===== src/rtl/lcc_pkg.sv =====
package lcc_pkg;
  typedef enum logic [1:0] {
    FLD_SHORT = 2'b00,
    FLD_MID   = 2'b01,
    FLD_LONG  = 2'b10,
    FLD_IDLE  = 2'b11
  } itime_e;

  localparam int NCH = 2;
endpackage


===== src/rtl/lcc_window_timer.sv =====
module lcc_window_timer #(
  parameter int UNIT = 918,
  parameter int M0   = 11,
  parameter int M1   = 81,
  parameter int M2   = 322
) (
  input  logic       clk,
  input  logic       rst_n,
  input  logic       run,
  input  logic [1:0] fld,
  output logic       win_last
);
  import lcc_pkg::*;

  localparam int L0 = UNIT * M0;
  localparam int L1 = UNIT * M1;
  localparam int L2 = UNIT * M2;
  localparam int TW = $clog2(L2 + 1);

  logic [TW-1:0] t_q, t_d, len_m1;

  always_comb begin
    unique case (itime_e'(fld))
      FLD_SHORT: len_m1 = TW'(L0 - 1);
      FLD_MID:   len_m1 = TW'(L1 - 1);
      default:   len_m1 = TW'(L2 - 1);
    endcase
  end

  // window closes when the timer reaches length-1
  always_comb begin
    win_last = run && (t_q >= len_m1);
    if (!run || win_last) t_d = '0;
    else                  t_d = t_q + TW'(1);
  end

  always_ff @(posedge clk or negedge rst_n) begin
    if (!rst_n) t_q <= '0;
    else        t_q <= t_d;
  end
endmodule


===== src/rtl/lcc_pulse_counter.sv =====
module lcc_pulse_counter #(
  parameter int RW = 17
) (
  input  logic          clk,
  input  logic          rst_n,
  input  logic          run,
  input  logic          clr,
  input  logic          pulse,
  output logic          acc,
  output logic [RW-1:0] total
);
  logic [RW-1:0] cnt_q, cnt_d;
  logic          blk_q, blk_d;

  // admit a pulse only if the previous clock admitted none
  always_comb begin
    acc = run && pulse && !blk_q;
    if (cnt_q == {RW{1'b1}}) total = cnt_q;
    else                     total = cnt_q + {{(RW-1){1'b0}}, acc};
    if (!run || clr) begin
      cnt_d = '0;
      blk_d = 1'b0;
    end else begin
      cnt_d = total;
      blk_d = acc;
    end
  end

  always_ff @(posedge clk or negedge rst_n) begin
    if (!rst_n) begin
      cnt_q <= '0;
      blk_q <= 1'b0;
    end else begin
      cnt_q <= cnt_d;
      blk_q <= blk_d;
    end
  end
endmodule


===== src/rtl/lcc_result_buffer.sv =====
module lcc_result_buffer #(
  parameter int CNT_W = 16,
  parameter int OFS   = 2
) (
  input  logic                                 clk,
  input  logic                                 rst_n,
  input  logic                                 load,
  input  logic [lcc_pkg::NCH-1:0][CNT_W:0]     raw,
  output logic [lcc_pkg::NCH-1:0][CNT_W-1:0]   res,
  output logic                                 done
);
  import lcc_pkg::*;

  localparam logic [CNT_W:0]   OFS_V = (CNT_W+1)'(OFS);
  localparam logic [CNT_W:0]   MAX_W = {1'b0, {CNT_W{1'b1}}};

  logic [NCH-1:0][CNT_W-1:0] adj, stg_q, stg_d, res_q, res_d;
  logic                      pend_q, done_q;

  for (genvar c = 0; c < NCH; c++) begin : g_adj
    logic [CNT_W:0] diff;
    // offset with floor, R4 clamp
    always_comb begin
      diff = raw[c] - OFS_V;
      if (raw[c] <= OFS_V)   adj[c] = '0;
      else if (diff > MAX_W) adj[c] = {CNT_W{1'b1}};
      else                   adj[c] = diff[CNT_W-1:0];
    end
  end

  // stage captures both channels at once, output stage copies them together
  always_comb begin
    stg_d = load   ? adj   : stg_q;
    res_d = pend_q ? stg_q : res_q;
  end

  always_ff @(posedge clk or negedge rst_n) begin
    if (!rst_n) begin
      stg_q  <= '0;
      res_q  <= '0;
      pend_q <= 1'b0;
      done_q <= 1'b0;
    end else begin
      stg_q  <= stg_d;
      res_q  <= res_d;
      pend_q <= load;
      done_q <= pend_q;
    end
  end

  assign res  = res_q;
  assign done = done_q;
endmodule


===== src/rtl/lux_cycle_ctrl.sv =====
module lux_cycle_ctrl #(
  parameter int UNIT  = 918,
  parameter int M0    = 11,
  parameter int M1    = 81,
  parameter int M2    = 322,
  parameter int CNT_W = 16,
  parameter int OFS   = 2
) (
  input  logic             clk,
  input  logic             rst_n,
  input  logic             en,
  input  logic [1:0]       itime,
  input  logic             pulse_ch0,
  input  logic             pulse_ch1,
  output logic [CNT_W-1:0] res_ch0,
  output logic [CNT_W-1:0] res_ch1,
  output logic             done
);
  import lcc_pkg::*;

  localparam int RW = CNT_W + 1;

  logic [1:0]                rs_q;
  logic                      rst_i_n;
  logic                      run, win_last;
  logic [NCH-1:0]            pulse_v, acc_v;
  logic [NCH-1:0][RW-1:0]    raw_v;
  logic [NCH-1:0][CNT_W-1:0] res_v;

  // reset asserted asynchronously, released on the clock
  always_ff @(posedge clk or negedge rst_n) begin
    if (!rst_n) rs_q <= 2'b00;
    else        rs_q <= {rs_q[0], 1'b1};
  end
  assign rst_i_n = rs_q[1];

  // run only with enable high and a real window code
  assign run     = en && (itime_e'(itime) != FLD_IDLE);
  assign pulse_v = {pulse_ch1, pulse_ch0};

  lcc_window_timer #(.UNIT(UNIT), .M0(M0), .M1(M1), .M2(M2)) i_tmr (
    .clk      (clk),
    .rst_n    (rst_i_n),
    .run      (run),
    .fld      (itime),
    .win_last (win_last)
  );

  for (genvar c = 0; c < NCH; c++) begin : g_ch
    lcc_pulse_counter #(.RW(RW)) i_cnt (
      .clk   (clk),
      .rst_n (rst_i_n),
      .run   (run),
      .clr   (win_last),
      .pulse (pulse_v[c]),
      .acc   (acc_v[c]),
      .total (raw_v[c])
    );
  end

  lcc_result_buffer #(.CNT_W(CNT_W), .OFS(OFS)) i_buf (
    .clk   (clk),
    .rst_n (rst_i_n),
    .load  (win_last),
    .raw   (raw_v),
    .res   (res_v),
    .done  (done)
  );

  assign res_ch0 = res_v[0];
  assign res_ch1 = res_v[1];
endmodule


===== config.mk =====
export PLATFORM = sky130hd
export DESIGN_NAME = lux_cycle_ctrl
export DESIGN_NICKNAME = d
export VERILOG_FILES = /design/src/rtl/lcc_pkg.sv /design/src/rtl/lcc_window_timer.sv /design/src/rtl/lcc_pulse_counter.sv /design/src/rtl/lcc_result_buffer.sv /design/src/rtl/lux_cycle_ctrl.sv
export SDC_FILE = /design/constraint.sdc
export NUM_CORES = 1
export LEC_CHECK = 0
export BUFFER_PORTS_ARGS = -buffer_cell sky130_fd_sc_hd__buf_4
export CAP_MARGIN = 30
export CORE_MARGIN = 5
export CORE_UTILIZATION = 60
export DETAILED_ROUTE_END_ITERATION = 10
export PLACE_DENSITY = 0.75
export SLEW_MARGIN = 0
export SYNTH_ARGS = -nofsm -noshare
export SYNTH_HDL_FRONTEND = slang
export SYNTH_HIERARCHICAL = 1
export SYNTH_SLANG_ARGS = --single-unit

===== constraint.sdc =====
create_clock -name clk -period 4.57 [get_ports clk]
set_clock_uncertainty 0.2 [all_clocks]
set_input_delay 0.457 -clock clk [delete_from_list [all_inputs] [get_ports clk]]
set_output_delay 0.457 -clock clk [all_outputs]
set_load 0.05 [all_outputs]

==> impl_metrics.json <==
{
  "globalRouteOverflowTotal": 0,
  "r2r-start": "g_ch[1].i_cnt/cnt_q[4]",
  "critical_path.max_stage_delay_ns": 0.60,
  "ys_ff_latch": 123,
  "ir_drop_uv": 226.2,
  "synth_warnings": 6,
  "port_buffers": 39,
  "hp-class": "reg -> async",
  "drc": 0,
  "slew_headroom_pct": 32.05,
  "cts.sinks": 123,
  "clock_power_share_pct": 46.9,
  "seqPwrFrac_pct": 41.7,
  "dr_total_vias": 6005,
  "place_hpwl_mm": 12.28,
  "cp_top_family": "simple AND/OR/NAND/NOR gates",
  "placed_area_sq_um": 8016,
  "grt_first_pass_wirelength_mm": 28.79,
  "placedCellCount": 953,
  "fin_cells": 990,
  "finalCritPeriodShare_pct": 91.04,
  "cp_max_fo": 9,
  "rrSetupSlack_ns": 0.53,
  "slowest_stage": "or4_1",
  "antenna_found_initial": 0,
  "io_pins": 40,
  "drv_slew": 0,
  "antenna_left": 0,
  "layout_commonest_cell": "dfrtp_1",
  "synthSimpleGateAreaFrac_pct": 22.92,
  "rsz0062_at_grt": "no",
  "clockBufferDepth": 2,
  "fmax_mhz": 240.3,
  "synth_top_family_by_area": "simple AND/OR/NAND/NOR gates",
  "gp_congestion": 0.8714,
  "n_antenna_cell": 0,
  "cts_buffers": 17,
  "viasPerCell": 6.066,
  "final_area_sq_um": 8658,
  "drt_wl_total_mm": 17.11,
  "worst_slew_pin_slew_ns": 1.019,
  "crit_type": "in -> reg",
  "track_usage_pct": 24.38,
  "reg2reg_depth": 12,
  "cp_cell_sequence": "buf_4 -> a21boi_2 -> nand2_1 -> nor2_1 -> ha_1 -> nand4_1 -> nor4_1 -> or2b_1 -> xnor2_1 -> or4_1 -> nor4_1 -> nand2_1 -> xor2_1 -> buf_4 -> a21boi_0 -> mux2_2",
  "rows": 40,
  "final_cell_mix": "122 x dfrtp_1, 71 x buf_4, 56 x nand2_1",
  "cts.reportedPaths.clkPinSlew_ns": 0.06,
  "p_switching_mw": 0.8004,
  "fp.dieW_microns": 121.5,
  "syn_inst": 755,
  "critPathArrivalTime_ns": 4.27,
  "clock_latency_ns": 0.42,
  "drv_cap": 0,
  "synth_compound_area_share_pct": 12.73,
  "synthDistinctLibCells": 72,
  "power.share.switching_pct": 27.52,
  "seq_area_frac_synth_pct": 41.25,
  "final_layout_size_suffix_gt1_share_pct": 23.24,
  "worstPathRequired_ns": 4.68,
  "hold_violations": 0,
  "htree_num_levels": 4,
  "yosys.area_share.adder_pct": 3.522,
  "wl_per_cell_microns": 17.28,
  "die_h_microns": 121.5,
  "grt_pass1_vias": 5851,
  "drt_iter0_markers": 427,
  "cp-start-kind": "input port",
  "synthFlopType": "dfrtp_1",
  "timing.rr.end": "i_buf/stg_q[17]",
  "synthesis.area_sq_um": 7461,
  "avgSynthCellArea_sq_um": 9.882,
  "cts_root_buf": "clkbuf_16",
  "syn_nets": 783,
  "tritoncts": "yes",
  "path_buf_inv": 2,
  "grt_max_degree": 46,
  "outcome": "finished clean",
  "synthMuxAreaShare_pct": 8.653,
  "num-nets-final": 837,
  "finalSetupViolCount": 0,
  "first_pass_iters": 5,
  "powerDensity_nw_per_um2": 335.9,
  "fin_crit_ns": 4.161,
  "areaGrowthSynthToFinish_pct": 16.05,
  "power_frac_comb_pct": 11.4,
  "synth-edff-count": 0,
  "async_flop_share_pct": 100.0,
  "internal_power_mw": 2.108,
  "core_area_sq_um": 12110,
  "power.total_mw": 2.909,
  "die_area_sq_um": 14760,
  "start_util_pct": 61.60,
  "leakagePower_nw": 4.080,
  "critPathCaptureType": "register",
  "synthXorXnorAreaFrac_pct": 6.456
}
[per-stage QoR]
stage / TNS (ns) / hold WS, ns / util [%] / setup WS, ns
after floorplan: 0 / -0.03859 / - / 0.5491
after global placement: 0 / 0.03896 / 66.13 / 0.03211
after detailed placement: -0.02942 / 0.04035 / 66.19 / -0.02942
after CTS: 0 / 0.09045 / 71.24 / 0.2993
after global routing: 0 / 0.09900 / 71.49 / 0.07674
final: 0 / 0.08211 / 71.49 / 0.4093
[power groups by stage]
stage               Combinational [mW]  Sequential [mW]  Clock (mW)
floorplan                        0.117             1.34           0
global placement                 0.325             1.23           0
detailed placement               0.333             1.23           0
CTS                              0.336             1.21        1.38
global route                     0.357             1.22        1.44
finish                           0.333             1.21        1.36
[area by class of cell]
class	count	area [sq um]
Tap cell	168	210.2
Clock inverter	14	162.7
Multi-Input combinational cell	559	4086
Fill cell	945	3453
Timing Repair Buffer	72	543.0
Clock buffer	18	439.2
Sequential cell	123	3082
Inverter	36	135.1
[cells in the mapped netlist, drive strengths merged, types with 20 or more instances]
library cell,number,area [sq um]
a21oi,30,157.7
dfrtp,123,3078
ha,21,262.8
inv,36,135.1
mux2,44,495.5
nand2,56,210.2
nand3,39,205.2
nor2,52,195.2
nor3,20,100.1
nor4,31,314.0
xnor2,28,245.2
xor2,27,236.5
[what timing repair did]
item,4_1_cts,5_1_grt
endpoints found under the hold margin,2,0
hold buffers,1,0
gates resized for setup,0,0
setup buffers,0,4
setup endpoints to repair,0,2
[per-layer routing]
layer  share of wire (%)  track usage, %
met5                   0               0
met2                  49           40.52
met4                 2.7           10.22
met3                 4.5           4.476
met1                  44           31.39
[state kept, by name (all words and copies together), names as in the netlist]
name and flops:
i_buf/pend_q 1, i_tmr/t_q 19, i_buf/stg_q 32, rs_q 2, i_buf/res 32, i_buf/done 1, g_ch.i_cnt/cnt_q 34, g_ch.i_cnt/blk_q 2
[worst max-delay path by stage]
stage	from	end	slack, ns	depth (start not counted)
after floorplan	en	i_buf/stg_q[22]	0.55	15
after global placement	itime[1]	i_buf/stg_q[22]	0.03	16
after detailed placement	itime[1]	i_buf/stg_q[22]	-0.03	16
after CTS	g_ch[0].i_cnt/cnt_q[2]	i_buf/stg_q[1]	0.30	12
after global routing	itime[1]	i_buf/stg_q[22]	0.08	16
final	itime[1]	i_buf/stg_q[22]	0.41	16
[cells by family (layout without fill, tap and decap cells)]
kind of cell               Yosys count  in the layout
AOI/OAI and AO/OA                  130            130
xor gates and xnor gates            55             55
adders and majority gates           21             21
buffers and inverters               73            140
DFF                                123            123
muxes                               59             59
other                                1              1
and+or+nand+nor                    293            293
No activity file was read; power rests on OpenSTA's default activity.
